===== src/rtl/phy_bitseq_pkg.sv =====
// Shared types for the PHY frame bit sequencer.
// Assumes: section codes are decoded downstream, so their values are fixed.
package phy_bitseq_pkg;

    typedef enum logic [1:0] {
        SEC_SYNC = 2'd0,
        SEC_HDR  = 2'd1,
        SEC_DATA = 2'd2
    } sec_e;

    typedef enum logic [2:0] {
        ST_IDLE,
        ST_SYNC,
        ST_HDR,
        ST_PAY,
        ST_TAIL,
        ST_DONE
    } st_e;

endpackage


===== src/rtl/phy_bitseq_validate.sv =====
// Start-request checker: decides whether a mode/length pair is legal and
// whether the mode needs data tail bits.
// Assumes: inputs are only meaningful together with a start pulse.
module phy_bitseq_validate #(
    parameter int MODE_W        = 5,
    parameter int LEN_W         = 12,
    parameter int MAX_MODE      = 20,
    parameter int CONV_MAX_MODE = 15,
    parameter int MIN_LEN       = 96,
    parameter int MAX_LEN       = 2152
) (
    input  logic [MODE_W-1:0] mode_i,
    input  logic [LEN_W-1:0]  len_i,
    output logic              ok_o,
    output logic              tail_o
);

    // Range checks on mode and payload length.
    always_comb begin
        ok_o = (mode_i <= MODE_W'(MAX_MODE)) &&
               (len_i  >= LEN_W'(MIN_LEN))   &&
               (len_i  <= LEN_W'(MAX_LEN));
        tail_o = (mode_i <= MODE_W'(CONV_MAX_MODE));
    end

endmodule


===== src/rtl/phy_bitseq_fsm.sv =====
// Section sequencer: walks sync, header, payload, optional tail and done.
// A single counter indexes the bit inside the current section.
// Assumes: fire_i is 1 only when the current bit is handed over.
module phy_bitseq_fsm
    import phy_bitseq_pkg::*;
#(
    parameter int MODE_W    = 5,
    parameter int LEN_W     = 12,
    parameter int SYNC_W    = 11,
    parameter int TAIL_BITS = 6
) (
    input  logic              clk,
    input  logic              rst_n,
    input  logic              start_i,
    input  logic              ok_i,
    input  logic              tail_i,
    input  logic [MODE_W-1:0] mode_i,
    input  logic [LEN_W-1:0]  len_i,
    input  logic              fire_i,
    output st_e               st_o,
    output logic [LEN_W-1:0]  cnt_o,
    output logic [MODE_W-1:0] mode_q_o,
    output logic              last_o,
    output logic              err_o,
    output logic              done_o
);

    localparam int HDR_BITS = MODE_W + 1 + TAIL_BITS;

    st_e              st;
    logic [LEN_W-1:0] cnt;
    logic [LEN_W-1:0] len_q;
    logic             tail_q;

    // Final bit of the current section.
    always_comb begin
        unique case (st)
            ST_SYNC: last_o = (cnt == LEN_W'(SYNC_W - 1));
            ST_HDR:  last_o = (cnt == LEN_W'(HDR_BITS - 1));
            ST_PAY:  last_o = (cnt == len_q - LEN_W'(1)) && !tail_q;
            ST_TAIL: last_o = (cnt == LEN_W'(TAIL_BITS - 1));
            default: last_o = 1'b0;
        endcase
    end

    // State, counter and start latch.
    always_ff @(posedge clk) begin
        if (!rst_n) begin
            st       <= ST_IDLE;
            cnt      <= '0;
            len_q    <= '0;
            tail_q   <= 1'b0;
            mode_q_o <= '0;
            err_o    <= 1'b0;
        end else begin
            err_o <= 1'b0;
            unique case (st)
                ST_IDLE: begin
                    if (start_i) begin
                        if (ok_i) begin
                            st       <= ST_SYNC;
                            cnt      <= '0;
                            len_q    <= len_i;
                            tail_q   <= tail_i;
                            mode_q_o <= mode_i;
                        end else begin
                            err_o <= 1'b1;
                        end
                    end
                end
                ST_SYNC, ST_HDR, ST_TAIL: begin
                    if (fire_i) begin
                        if (last_o) begin
                            cnt <= '0;
                            st  <= (st == ST_SYNC) ? ST_HDR :
                                   (st == ST_HDR)  ? ST_PAY : ST_DONE;
                        end else begin
                            cnt <= cnt + LEN_W'(1);
                        end
                    end
                end
                ST_PAY: begin
                    if (fire_i) begin
                        if (cnt == len_q - LEN_W'(1)) begin
                            cnt <= '0;
                            st  <= tail_q ? ST_TAIL : ST_DONE;
                        end else begin
                            cnt <= cnt + LEN_W'(1);
                        end
                    end
                end
                default: st <= ST_IDLE;
            endcase
        end
    end

    assign st_o   = st;
    assign cnt_o  = cnt;
    assign done_o = (st == ST_DONE);

endmodule


===== src/rtl/phy_bitseq_mux.sv =====
// Output selector: forms the bit, tags and handshake from the sequencer state.
// Assumes: the payload stream holds its bit while valid and not ready.
module phy_bitseq_mux
    import phy_bitseq_pkg::*;
#(
    parameter int                MODE_W    = 5,
    parameter int                LEN_W     = 12,
    parameter int                SYNC_W    = 11,
    parameter logic [SYNC_W-1:0] SYNC_WORD = 11'h247
) (
    input  st_e               st_i,
    input  logic [LEN_W-1:0]  cnt_i,
    input  logic [MODE_W-1:0] mode_q_i,
    input  logic              last_i,
    input  logic              pl_valid_i,
    input  logic              pl_bit_i,
    input  logic              out_ready_i,
    output logic              pl_ready_o,
    output logic              out_valid_o,
    output logic              out_bit_o,
    output sec_e              out_sec_o,
    output logic [MODE_W-1:0] out_mode_o,
    output logic              out_last_o
);

    logic sync_bit;
    logic mode_bit;

    // Bit selected by counter position; out-of-range shifts give 0.
    always_comb begin
        sync_bit = |(SYNC_WORD & (SYNC_W'(1) << cnt_i));
        mode_bit = |(mode_q_i & (MODE_W'(1) << cnt_i));
    end

    // Per-state bit value, tags and handshake.
    always_comb begin
        out_valid_o = 1'b0;
        out_bit_o   = 1'b0;
        out_sec_o   = SEC_SYNC;
        out_mode_o  = '0;
        unique case (st_i)
            ST_SYNC: begin
                out_valid_o = 1'b1;
                out_bit_o   = sync_bit;
            end
            ST_HDR: begin
                out_valid_o = 1'b1;
                out_bit_o   = mode_bit;
                out_sec_o   = SEC_HDR;
            end
            ST_PAY: begin
                out_valid_o = pl_valid_i;
                out_bit_o   = pl_bit_i;
                out_sec_o   = SEC_DATA;
                out_mode_o  = mode_q_i;
            end
            ST_TAIL: begin
                out_valid_o = 1'b1;
                out_sec_o   = SEC_DATA;
                out_mode_o  = mode_q_i;
            end
            default: ;
        endcase
        out_last_o = last_i && out_valid_o;
        pl_ready_o = (st_i == ST_PAY) && out_ready_i;
    end

endmodule


===== src/rtl/phy_bitseq.sv =====
// PHY frame bit sequencer top: validates a start request, then emits sync,
// header, payload and optional tail bits with section and mode tags.
// Assumes: the consumer and the payload source follow valid/ready rules.
module phy_bitseq
    import phy_bitseq_pkg::*;
#(
    parameter int                MODE_W        = 5,
    parameter int                LEN_W         = 12,
    parameter int                MAX_MODE      = 20,
    parameter int                CONV_MAX_MODE = 15,
    parameter int                MIN_LEN       = 96,
    parameter int                MAX_LEN       = 2152,
    parameter int                SYNC_W        = 11,
    parameter logic [SYNC_W-1:0] SYNC_WORD     = 11'h247,
    parameter int                TAIL_BITS     = 6
) (
    input  logic              clk,
    input  logic              rst_n,
    input  logic              start_i,
    input  logic [MODE_W-1:0] mode_i,
    input  logic [LEN_W-1:0]  len_i,
    output logic              start_err_o,
    input  logic              pl_valid_i,
    input  logic              pl_bit_i,
    output logic              pl_ready_o,
    output logic              out_valid_o,
    input  logic              out_ready_i,
    output logic              out_bit_o,
    output logic [1:0]        out_sec_o,
    output logic [MODE_W-1:0] out_mode_o,
    output logic              out_last_o,
    output logic              done_o
);

    logic              ok;
    logic              tail;
    st_e               st;
    logic [LEN_W-1:0]  cnt;
    logic [MODE_W-1:0] mode_q;
    logic              last;
    sec_e              sec;

    phy_bitseq_validate #(
        .MODE_W(MODE_W), .LEN_W(LEN_W), .MAX_MODE(MAX_MODE),
        .CONV_MAX_MODE(CONV_MAX_MODE), .MIN_LEN(MIN_LEN), .MAX_LEN(MAX_LEN)
    ) u_validate (
        .mode_i(mode_i), .len_i(len_i), .ok_o(ok), .tail_o(tail)
    );

    phy_bitseq_fsm #(
        .MODE_W(MODE_W), .LEN_W(LEN_W), .SYNC_W(SYNC_W), .TAIL_BITS(TAIL_BITS)
    ) u_fsm (
        .clk(clk), .rst_n(rst_n), .start_i(start_i), .ok_i(ok), .tail_i(tail),
        .mode_i(mode_i), .len_i(len_i), .fire_i(out_valid_o && out_ready_i),
        .st_o(st), .cnt_o(cnt), .mode_q_o(mode_q), .last_o(last),
        .err_o(start_err_o), .done_o(done_o)
    );

    phy_bitseq_mux #(
        .MODE_W(MODE_W), .LEN_W(LEN_W), .SYNC_W(SYNC_W), .SYNC_WORD(SYNC_WORD)
    ) u_mux (
        .st_i(st), .cnt_i(cnt), .mode_q_i(mode_q), .last_i(last),
        .pl_valid_i(pl_valid_i), .pl_bit_i(pl_bit_i), .out_ready_i(out_ready_i),
        .pl_ready_o(pl_ready_o), .out_valid_o(out_valid_o), .out_bit_o(out_bit_o),
        .out_sec_o(sec), .out_mode_o(out_mode_o), .out_last_o(out_last_o)
    );

    assign out_sec_o = sec;

endmodule


===== config.mk =====
export PLATFORM = sky130hd
export DESIGN_NAME = phy_bitseq
export DESIGN_NICKNAME = d
export VERILOG_FILES = /design/src/rtl/phy_bitseq_pkg.sv /design/src/rtl/phy_bitseq_validate.sv /design/src/rtl/phy_bitseq_fsm.sv /design/src/rtl/phy_bitseq_mux.sv /design/src/rtl/phy_bitseq.sv
export SDC_FILE = /design/constraint.sdc
export NUM_CORES = 1
export LEC_CHECK = 0
export BUFFER_PORTS_ARGS = -buffer_cell sky130_fd_sc_hd__buf_2
export CAP_MARGIN = 20
export CORE_MARGIN = 2
export CORE_UTILIZATION = 50
export CTS_BUF_LIST = sky130_fd_sc_hd__clkbuf_2 sky130_fd_sc_hd__clkbuf_4 sky130_fd_sc_hd__clkbuf_8
export DETAILED_ROUTE_END_ITERATION = 16
export PLACE_DENSITY = 0.69
export SYNTH_ARGS = -nofsm -noshare
export SYNTH_HDL_FRONTEND = slang
export SYNTH_HIERARCHICAL = 1
export SYNTH_SLANG_ARGS = --single-unit

===== constraint.sdc =====
create_clock -name clk -period 3.3 [get_ports clk]
set_input_delay 0.165 -clock clk [delete_from_list [all_inputs] [get_ports clk]]
set_output_delay 0.165 -clock clk [all_outputs]
set_load 0.01 [all_outputs]

==> impl_metrics.toml <==
[run_status]
status = "complete, no violations"

[floorplanning]
start_util_pct = 51.65
io_pins = 36
die_height_um = 76.41
coreArea_um2 = 5075
dieArea_um2 = 5838
die_width_um = 76.41
num_rows = 26

[detailed_routing]
num_vias = 2389
finalWirelength_mm = 5.796
wire_per_inst_um = 13.57
drt_pass1_iterations = 4
route.detailed.drc = 0
ant_nets = 0
first_iter_violations = 176
routed_via_density = 5.595

[sta]
min_period_ns = 2.701
hold_violations = 0
relSlewSlack_pct = 58.03
slew_viol_final = 0
rsz0062_at_grt = "no"
finClkSkew_ns = 0.002251
clock.fmax_mhz = 370.2
finalSetupViolCount = 0
period_share_pct = 81.86
tns_ns = 0
hold_ws_ns = 0.1125
worst_slew_pin_slew_ns = 0.6295
setup_ws_ns = 0.5987

[clock_tree]
cts_tree = "built"
numCtsBuffers = 5
cts_htree_levels = 2
root_buffer = "clkbuf_8"
post_cts_buffers = 0
path_clk_slew_ns = 0.07
clk_path_buf_depth = 2
cts-resized-gates = 0
clock-sinks = 34
insertion_delay_ns = 0.28
cts_hold_buf = 0

[place]
port_buffers = 35
hpwl_mm = 4.284
post-place-ws_ns = 0.6628
routabilityCongestion = 0.8747

[layout]
layout_commonest_cell = "nand2_1"
area_growth_pct = 8.544
diodes = 0
nets = 381
final_cell_mix = "nand2_1 (61), buf_2 (35), dfxtp_1 (34)"
drive_gt1_share_pct = 19.33
finish.utilization_pct = 56.07

[logic_synthesis]
synthFlopType = "dfxtp_1"
synth_warnings = 6
synth.avg_cell_area_um2 = 7.895
ys_ff_latch = 34
synth_edf_count = 0
synth_area_um2 = 2621
syn_nets = 357
synth_cell_types = 65
async_reset_ff_share_pct = 0
yosysSeqAreaShare_pct = 25.97
synthCells = 332

[grt]
grt_pass1_wl_mm = 10.29
grt_pass1_vias = 2170
grt_overflow_total = 0
grt_max_degree = 29
antenna_found_initial = 0
grtUsageTotal_pct = 21.12

[hold_path]
hp-class = "in -> reg"
min_delay_path_depth = 3
min-delay-start = "start_i"

[critical_path]
required_ns = 3.13
slowest_delay_ns = 0.47
endpoint_kind = "primary output"
cp_cell_sequence = "inv_1 > ha_1 > nor2b_1 > or3_1 > a31o_2 > nor3_1 > a41o_2 > and2_1 > buf_2"
timing.rr.start = "u_fsm/len_q[0]$_SDFFE_PN0P_"
cpMaxStageDelayCell = "dfxtp_1"
startpoint_type = "flip-flop"
criticalPathCategory = "reg -> out"
path_max_fanout = 9
r2r_cells = 9
worst_ep_arrival_time_ns = 2.54
crit_start = "u_fsm/len_q[0]$_SDFFE_PN0P_"

[power]
peakVddDrop_v = 0.0002111
p_leak_nw = 1.094
power_density_nw_per_um2 = 319.3

[flow_run]
maxCapViolCount = 0
through the flow:
step | area, um^2 | total power [mW] | instances
after global routing | 2845 | 0.9564 | 427
after floorplan | 2621 | 0.5597 | 332
final | 2845 | 0.9086 | 427
after CTS | 2845 | 0.9183 | 427
after global placement | 2750 | 0.5970 | 419
after detailed placement | 2750 | 0.5973 | 419
worst max-delay path: cells and delay by family, from the launching register on:
| kind | cells | cell delay [ns] |
|---|---|---|
| AND/OR/NAND/NOR | 4 | 0.84 |
| flip-flops | 1 | 0.47 |
| AO/OA/AOI/OAI | 2 | 0.47 |
| adder cells (fa/ha/maj) | 1 | 0.27 |
| buffers and inverters | 2 | 0.20 |
cell usage after synthesis (all sizes together), types with 2 or more instances:
master	count	area share, %
and3	7	1.7
nor3	8	1.7
nor4	8	2.5
nand4	2	0.48
inv	9	1.3
clkbuf	11	2.3
ha	2	0.95
a31oi	3	0.72
nor3b	3	0.86
buf	8	2.8
or2	6	1.4
nand2b	15	3.9
and2	8	2.0
o21a	5	1.4
a21o	9	2.6
nand2	61	8.7
a2111oi	2	2.1
mux2i	3	1.1
a21boi	19	5.4
or4	2	0.62
xnor2	13	4.3
o211ai	3	0.86
o21ai	10	2.1
a31o	2	0.67
and3b	3	1.0
nor2b	10	2.4
nand3	6	1.1
a21oi	8	1.7
nor2	15	2.1
a221oi	10	3.6
or3	6	1.5
dfxtp	34	26
xor2	4	1.3
nand4b	2	0.67
layout make-up:
class	count	area, um^2
Clock buffer	6	82.58
Clock inverter	2	12.51
Fill cell	520	2230
Inverter	9	33.78
Multi-Input combinational cell	268	1750
Sequential cell	34	680.7
Tap cell	70	87.58
Timing Repair Buffer	38	197.7
routing by layer:
layer	vias to the layer above	global-route usage [%]	routed length (um)
met5	-	0	0
met4	0	4.909	60
met3	6	3.199	214
met2	48	33.89	2624
met1	1108	29.83	2897
li1	1227	-	-
registers in the layout (all words and copies together), names as in the netlist:
name and count:
u_fsm/len_q 12, u_fsm/err_o 1, u_fsm/cnt_o 12, u_fsm/mode_q_o 5
u_fsm/tail_q 1, u_fsm/st_o 3
path summary, 6_finish.rpt:
kind                                                        to  slack (ns)
worst max-delay path                                out_last_o        0.60
worst min-delay path                    u_fsm/err_o$_SDFF_PN0_        0.11
worst max register to register     u_fsm/cnt_o[3]$_SDFFE_PN0P_        0.66
worst min register to register  u_fsm/mode_q_o[1]$_SDFFE_PN0P_        0.48
report_power, final:
group	total [mW]	internal, mW	switching (mW)
sequential	0.440	0.422	0.0185
clock	0.320	0.168	0.152
combinational	0.148	0.0672	0.0811
cell families after synthesis:
group,share of synthesized area (%)
and+or+nand+nor,33.80
xor gates and xnor gates,5.680
adders and majority gates,1.336
buffers and inverters,7.255
DFF,25.97
AOI/OAI and AO/OA,24.82
muxes,1.146
Power figures use the tool's default switching activity.
